===== src/rtl/pair_field_extract.sv =====
module pair_field_extract #(
  parameter int W = 32
) (
  input  logic         clk,
  input  logic         rst,
  input  logic         in_valid,
  input  logic [W-1:0] src_lo,
  input  logic [W-1:0] src_hi,
  input  logic [W-1:0] desc,
  input  logic [1:0]   layout,
  input  logic         sign_ext,
  output logic         out_valid,
  output logic [W-1:0] result
);
  localparam int OFS_W = $clog2(2 * W);
  localparam int WID_W = $clog2(W) + 1;
  localparam int PL_WID = 16;
  localparam int PL_OFS = 0;
  localparam int LO_WID = 8;
  localparam int LO_OFS = 0;
  localparam int HI_WID = 24;
  localparam int HI_OFS = 16;
  localparam logic [WID_W:0] FULL = (WID_W + 1)'(W);

  logic [WID_W-1:0] wid_raw, wid_eff;
  logic [OFS_W-1:0] ofs;
  logic [2*W-1:0]   shifted;
  logic [W-1:0]     mask, field, top_bit, ext_val;
  logic             fill;

  always_comb begin
    case (layout)
      2'd1: begin
        wid_raw = desc[LO_WID +: WID_W];
        ofs     = desc[LO_OFS +: OFS_W];
      end
      2'd2: begin
        wid_raw = desc[HI_WID +: WID_W];
        ofs     = desc[HI_OFS +: OFS_W];
      end
      default: begin
        wid_raw = desc[PL_WID +: WID_W];
        ofs     = desc[PL_OFS +: OFS_W];
      end
    endcase
  end

  assign wid_eff = ({1'b0, wid_raw} > FULL) ? FULL[WID_W-1:0] : wid_raw;
  assign shifted = {src_hi, src_lo} >> ofs;
  assign mask    = {W{1'b1}} >> (FULL - {1'b0, wid_eff});
  assign field   = shifted[W-1:0] & mask;
  assign top_bit = mask & ~(mask >> 1);
  assign fill    = sign_ext & (|(field & top_bit));
  assign ext_val = field | ({W{fill}} & ~mask);

  always_ff @(posedge clk) begin
    if (rst) begin
      out_valid <= 1'b0;
      result    <= '0;
    end else begin
      out_valid <= in_valid;
      if (in_valid) result <= ext_val;
    end
  end
endmodule


===== config.mk =====
export PLATFORM = sky130hd
export DESIGN_NAME = pair_field_extract
export DESIGN_NICKNAME = d
export VERILOG_FILES = /design/src/rtl/pair_field_extract.sv
export SDC_FILE = /design/constraint.sdc
export NUM_CORES = 1
export LEC_CHECK = 0
export BUFFER_PORTS_ARGS = -buffer_cell sky130_fd_sc_hd__buf_4
export CORE_MARGIN = 4
export CORE_UTILIZATION = 30
export CTS_BUF_LIST = sky130_fd_sc_hd__clkbuf_8
export DETAILED_ROUTE_END_ITERATION = 10
export HOLD_SLACK_MARGIN = 0.05
export PLACE_DENSITY = 0.57
export SLEW_MARGIN = 20
export SYNTH_ARGS = -nofsm -noshare
export SYNTH_HDL_FRONTEND = slang
export SYNTH_SLANG_ARGS = --single-unit

===== constraint.sdc =====
create_clock -name clk -period 4.79 [get_ports clk]
set_input_delay 0.2395 -clock clk [delete_from_list [all_inputs] [get_ports clk]]
set_output_delay 0.2395 -clock clk [all_outputs]
set_load 0.05 [all_outputs]

# ---- Word-level counts from Yosys, hierarchy flattened
# Cells that the tools add are included.
dict set report word_totals {
  ram_bits 0
  word_cells 20
  regBits 33
  in_bits 102
  output_inout_bits 33
  rom_bits 0
  latchBits 0
  n_memories 0
}
dict set report op_classes {
  order_cmp 1
  add_sub_neg 1
  reduce_logical 1
  n_mux 3
  div 0
  eq_ne 2
  shifts 2
  bitwise 8
  mul 0
}
# cell count
set op_table {}
lappend op_table {{$and A32 B32 Y32} 4}
lappend op_table {{$shr A64 B6 Y32} 1}
lappend op_table {{$not A31 Y32} 1}
lappend op_table {{$not A32 Y32} 1}
lappend op_table {{$or A32 B32 Y32} 1}
lappend op_table {{$reduce_or A32 Y1} 1}
lappend op_table {{$shr A32 B7 Y32 const A} 1}
lappend op_table {{$mux W6} 2}
lappend op_table {{$pmux W6 S2} 1}
lappend op_table {{$sub A6 B6 Y7 const A} 1}
lappend op_table {{$gt A6 B6 Y1 const B} 1}
lappend op_table {{$eq A2 B1 Y1 const B} 1}
lappend op_table {{$eq A2 B2 Y1 const B} 1}
lappend op_table {{$and A1 B1 Y1} 1}

# ---- Depth between registers and ports, before layout
dict set report depth {
  depth_word 13
  ltp_mapped 24
  mapped_depth_nobuf 19
}

# ---- Worst setup path after synthesis
# Ideal clock, no wire load.
dict set report synth_path {
  path_kind {in2reg}
  from {in layout[0]}
  to {reg result[17]}
  setup_time_ns 0.137
  path_slack_ns 0.050
  required_time_ns 4.653
  t_arrival_ns 4.602
  path_buffers 6
  cell_stages 24
  path_cell_list {inv_1 > ha_1 > clkbuf_1 > clkbuf_1 > a221o_1 > nand2_1 > clkbuf_1 > clkbuf_1 > nand3_1 > ha_1 > inv_1 > a221oi_1 > nand2_1 > nand4_1 > clkbuf_1 > nor2_1 > nor4b_1 > a2111oi_0 > o2111ai_1 > nand4b_1 > o21a_1 > buf_2 > a21oi_1 > a211oi_1}
}
dict set report synth_via {
  elab_chain_cells 13
  word_cells_on_any_way 18
  cone_classes {add/sub: 1; order compare: 1; eq/ne: 2; shift: 2; mux: 3; bitwise: 8; reduce/logical: 1}
}
# element line_no
set synth_rtl {}
lappend synth_rtl {{start, declared} 10} ;# input logic [1:0] layout,
lappend synth_rtl {{$eq A2 B2 Y1 or $eq A2 B1 Y1 (tied branches)} 32} ;# case (layout)
lappend synth_rtl {{$pmux W6 S2} 32}
lappend synth_rtl {{$gt A6 B6 Y1} 48} ;# assign wid_eff = ({1'b0, wid_raw} > FULL) ? FULL[WID_W-1:0] : wid_raw;
lappend synth_rtl {{$mux W6} 48}
lappend synth_rtl {{$sub A6 B6 Y7} 50} ;# assign mask = {W{1'b1}} >> (FULL - {1'b0, wid_eff});
lappend synth_rtl {{$shr A32 B7 Y32} 50}
lappend synth_rtl {{$not A31 Y32} 52} ;# assign top_bit = mask & ~(mask >> 1);
lappend synth_rtl {{$and A32 B32 Y32} 52}
lappend synth_rtl {{$and A32 B32 Y32} 53} ;# assign fill = sign_ext & (|(field & top_bit));
lappend synth_rtl {{$reduce_or A32 Y1} 53}
lappend synth_rtl {{$and A1 B1 Y1} 53}
lappend synth_rtl {{$and A32 B32 Y32} 54} ;# assign ext_val = field | ({W{fill}} & ~mask);
lappend synth_rtl {{$or A32 B32 Y32 *} 54}
lappend synth_rtl {{end signal, assigned} 62} ;# if (in_valid) result <= ext_val;
lappend synth_rtl {{end, declared} 13} ;# output logic [W-1:0] result
# Mark *: on every way between the ends. The rest lies on a longest branch, timed or not.
# A chain may end at the register's enable or synchronous reset.

# ---- Worst setup path in the final report
dict set report layout_path {
  from {in layout[0]}
  to {reg result[1]}
}
# Same word-level chain as after synthesis.

==> metrics.yaml <==
power_density_mw_per_mm2: 270.6
clk_path_buf_depth: 2
tightestPinTransition_ns: 0.7611
grt_pass1_wl_um: 43650
dp.cells: 1213
viasPerCell: 6.305
diodes: 0
grt_max_degree: 65
vias: 7692
synth_nets: 912
syn_area_per_cell_um2: 8.051
fin_util_pct: 38.82
drv_slew: 0
p_switching_mw: 1.149
r2r-end: "result[0]$_SDFFE_PP0P_"
cts_sinks: 33
final_hold_viol_count: 0
critical_path.max_fanout: 41
layout_common_cells: "200 x buf_4, 74 x nor2_1, 74 x nand2_1"
crit_required_ns: 4.92
grt_overflow: 0
root_buffer: "clkbuf_8"
io_buffers: 126
crit_type: "in2reg"
drt-initial-drc-count: 712
skew_ns: 0
num_rows: 53
critPathSlowestCell: "mux4_2"
relSlewSlack_pct: 48.79
cts.clk_slew.worst_paths_ns: 0.06
power_mw: 2.223
grt_pass1_vias: 7445
slowest_delay_ns: 0.53
max_freq_mhz: 226.9
cp-end-kind: "register"
ant_nets: 0
cpMostUsedCell: "buf_4"
chipHeight_um: 155.1
drc: 0
p_seq_share_pct: 15.0
worstPathArrival_ns: 4.54
async_flop_share_pct: 0
worst-r2r-setup-slack_ns: 4.02
layout.cells.non_filler: 1220
ys_ff_latch: 33
p_leak_nw: 3.189
pwr-share-comb_pct: 75.9
crit_chain: "buf_4 -> inv_1 -> ha_1 -> buf_4 -> mux2i_4 -> buf_12 -> buf_4 -> mux4_2 -> mux2i_1 -> o22ai_1 -> nor2_1 -> a31oi_1 -> a2111oi_0 -> and3_1 -> nand4b_1 -> o21a_1 -> buf_4 -> mux2i_1 -> a211oi_1"
fp.dieArea_mm2: 0.02405
setup_tns_ns: 0
power.internal_mw: 1.074
outcome: "finished clean"
place_area_mm2: 0.008125
endpoint: "result[1]$_SDFFE_PP0P_"
post-cts-setup-buffer-count: 0
drive_gt1_share_pct: 30.79
r2r-start: "result[0]$_SDFFE_PP0P_"
cap_violations: 0
yosys_warnings: 0
dieWidth_um: 155.1
grt_use_total_pct: 22.74
synth_edf_count: 0
rsz0062_at_grt: "false"
clockPowerShare_pct: 9.1
finalNetCount: 1051
drt_first_pass_iters: 5
switching_share_pct: 51.70
area_delta_synth_final_pct: 26.57
ios: 135
period_share_pct: 92.02
final_cell_area_mm2: 0.008213
ys_seq_area_share_pct: 10.18
clk_latency_ns: 0.27
startpoint: "layout[0]"
vdd_drop_max_uv: 112.2
syn-instance-count: 806
layout_commonest_cell: "buf_4"
crit_path_start_kind: "input pin"
drt_wl_total_um: 28120
cts_tree: "yes"
setup_viol: 0
r2r_cells: 3
dpl.hpwl_um: 23030
core_mm2: 0.02115
wl_per_cell_um: 23.05
h-tree-depth: 2
post-route-min-period_ns: 4.408
ys.flop_type: "dfxtp_1"
syn_area_mm2: 0.006489
synthDistinctLibCells: 62
place.gp.congestion: 1.007
holdCritPathClass: "in2reg"
initial_core_util_pct: 30.67
numCtsBuffers: 5
antenna_found_initial: 0
==> power groups by stage <==
| stage | clock (mW) | sequential, mW | combinational [mW] |
|---|---|---|---|
| after floorplan | 0 | 0.465 | 0.908 |
| after global placement | 0 | 0.339 | 1.66 |
| after detailed placement | 0 | 0.340 | 1.65 |
| after CTS | 0.211 | 0.334 | 1.66 |
| after global routing | 0.225 | 0.338 | 1.80 |
| final | 0.202 | 0.334 | 1.69 |
==> metrics by stage <==
step,worst slack (ns),hold WS [ns]
after floorplan,0.05009,0.4941
after global placement,0.1924,0.4699
after detailed placement,0.1710,0.4723
after CTS,0.4397,0.3493
after global routing,0.04458,0.3917
final,0.3821,0.3584
==> how the worst min path moves through the flow <==
stage | slack [ns] | from | cells after the start | end
after floorplan | 0.49 | rst | 2 | out_valid$_SDFF_PP0_
after global placement | 0.47 | result[15]$_SDFFE_PP0P_ | 2 | result[15]$_SDFFE_PP0P_
after detailed placement | 0.47 | result[27]$_SDFFE_PP0P_ | 2 | result[27]$_SDFFE_PP0P_
after CTS | 0.35 | rst | 2 | result[0]$_SDFFE_PP0P_
after global routing | 0.39 | rst | 2 | result[16]$_SDFFE_PP0P_
final | 0.36 | rst | 2 | result[0]$_SDFFE_PP0P_
==> worst max-delay path: cells and delay by family <==
family	cells	cell delay, ns
buffers and inverters	6	1.08
AND/OR/NAND/NOR	3	0.50
AO/OA/AOI/OAI	5	1.07
multiplexers	4	1.45
adder cells (fa/ha/maj)	1	0.17
==> final cells by class <==
type,count,area [µm²]
clock buffer,6,82.58
clock inverter,1,3.754
fill,2197,12940
inverter,6,22.52
multi-input combinational,697,5558
sequential,33,660.6
tap,275,344.1
timing repair buffer,202,1541
==> logic make-up after synthesis <==
logic type | count (synthesis) | share of synthesized area (%)
compound gates | 277 | 28.40
xor+xnor | 3 | 0.4050
fa+ha+maj | 4 | 0.7713
buf+inv | 76 | 4.821
flops | 33 | 10.18
mux | 150 | 36.46
simple gates | 263 | 18.96
==> synth_stat cells (13+ instances only) <==
library cell  instances  share of area (%)
nand3_1              23                1.8
o21ai_0              43                3.3
a211oi_1             30                3.5
nand2_1              74                4.3
nor3_1               30                2.3
buf_2                13                1.0
nor2_1               74                4.3
o22ai_1              35                3.4
mux2i_1              71                 11
mux4_2               68                 24
a21oi_1              55                4.2
clkbuf_1             48                2.8
dfxtp_1              33                 10
a22oi_1              22                2.5
==> sequential cells by signal, indices dropped and copies added, names as in the netlist <==
register	count
out_valid	1
result	32
==> per-layer routing <==
metal  GRT usage (%)  vias to the layer above  wire length [µm]
met5               0                        -                 0
met4           7.822                        0              1066
li1                -                     3538                 -
met3           3.282                       71              2064
met2           37.11                      379             12960
met1           30.85                     3704             12030
==> timing repair <==
action	in CTS	in global routing
resized for setup	0	1
hold buffers	0	0
setup endpoints to repair	0	5
Power figures use the tool's default switching activity.
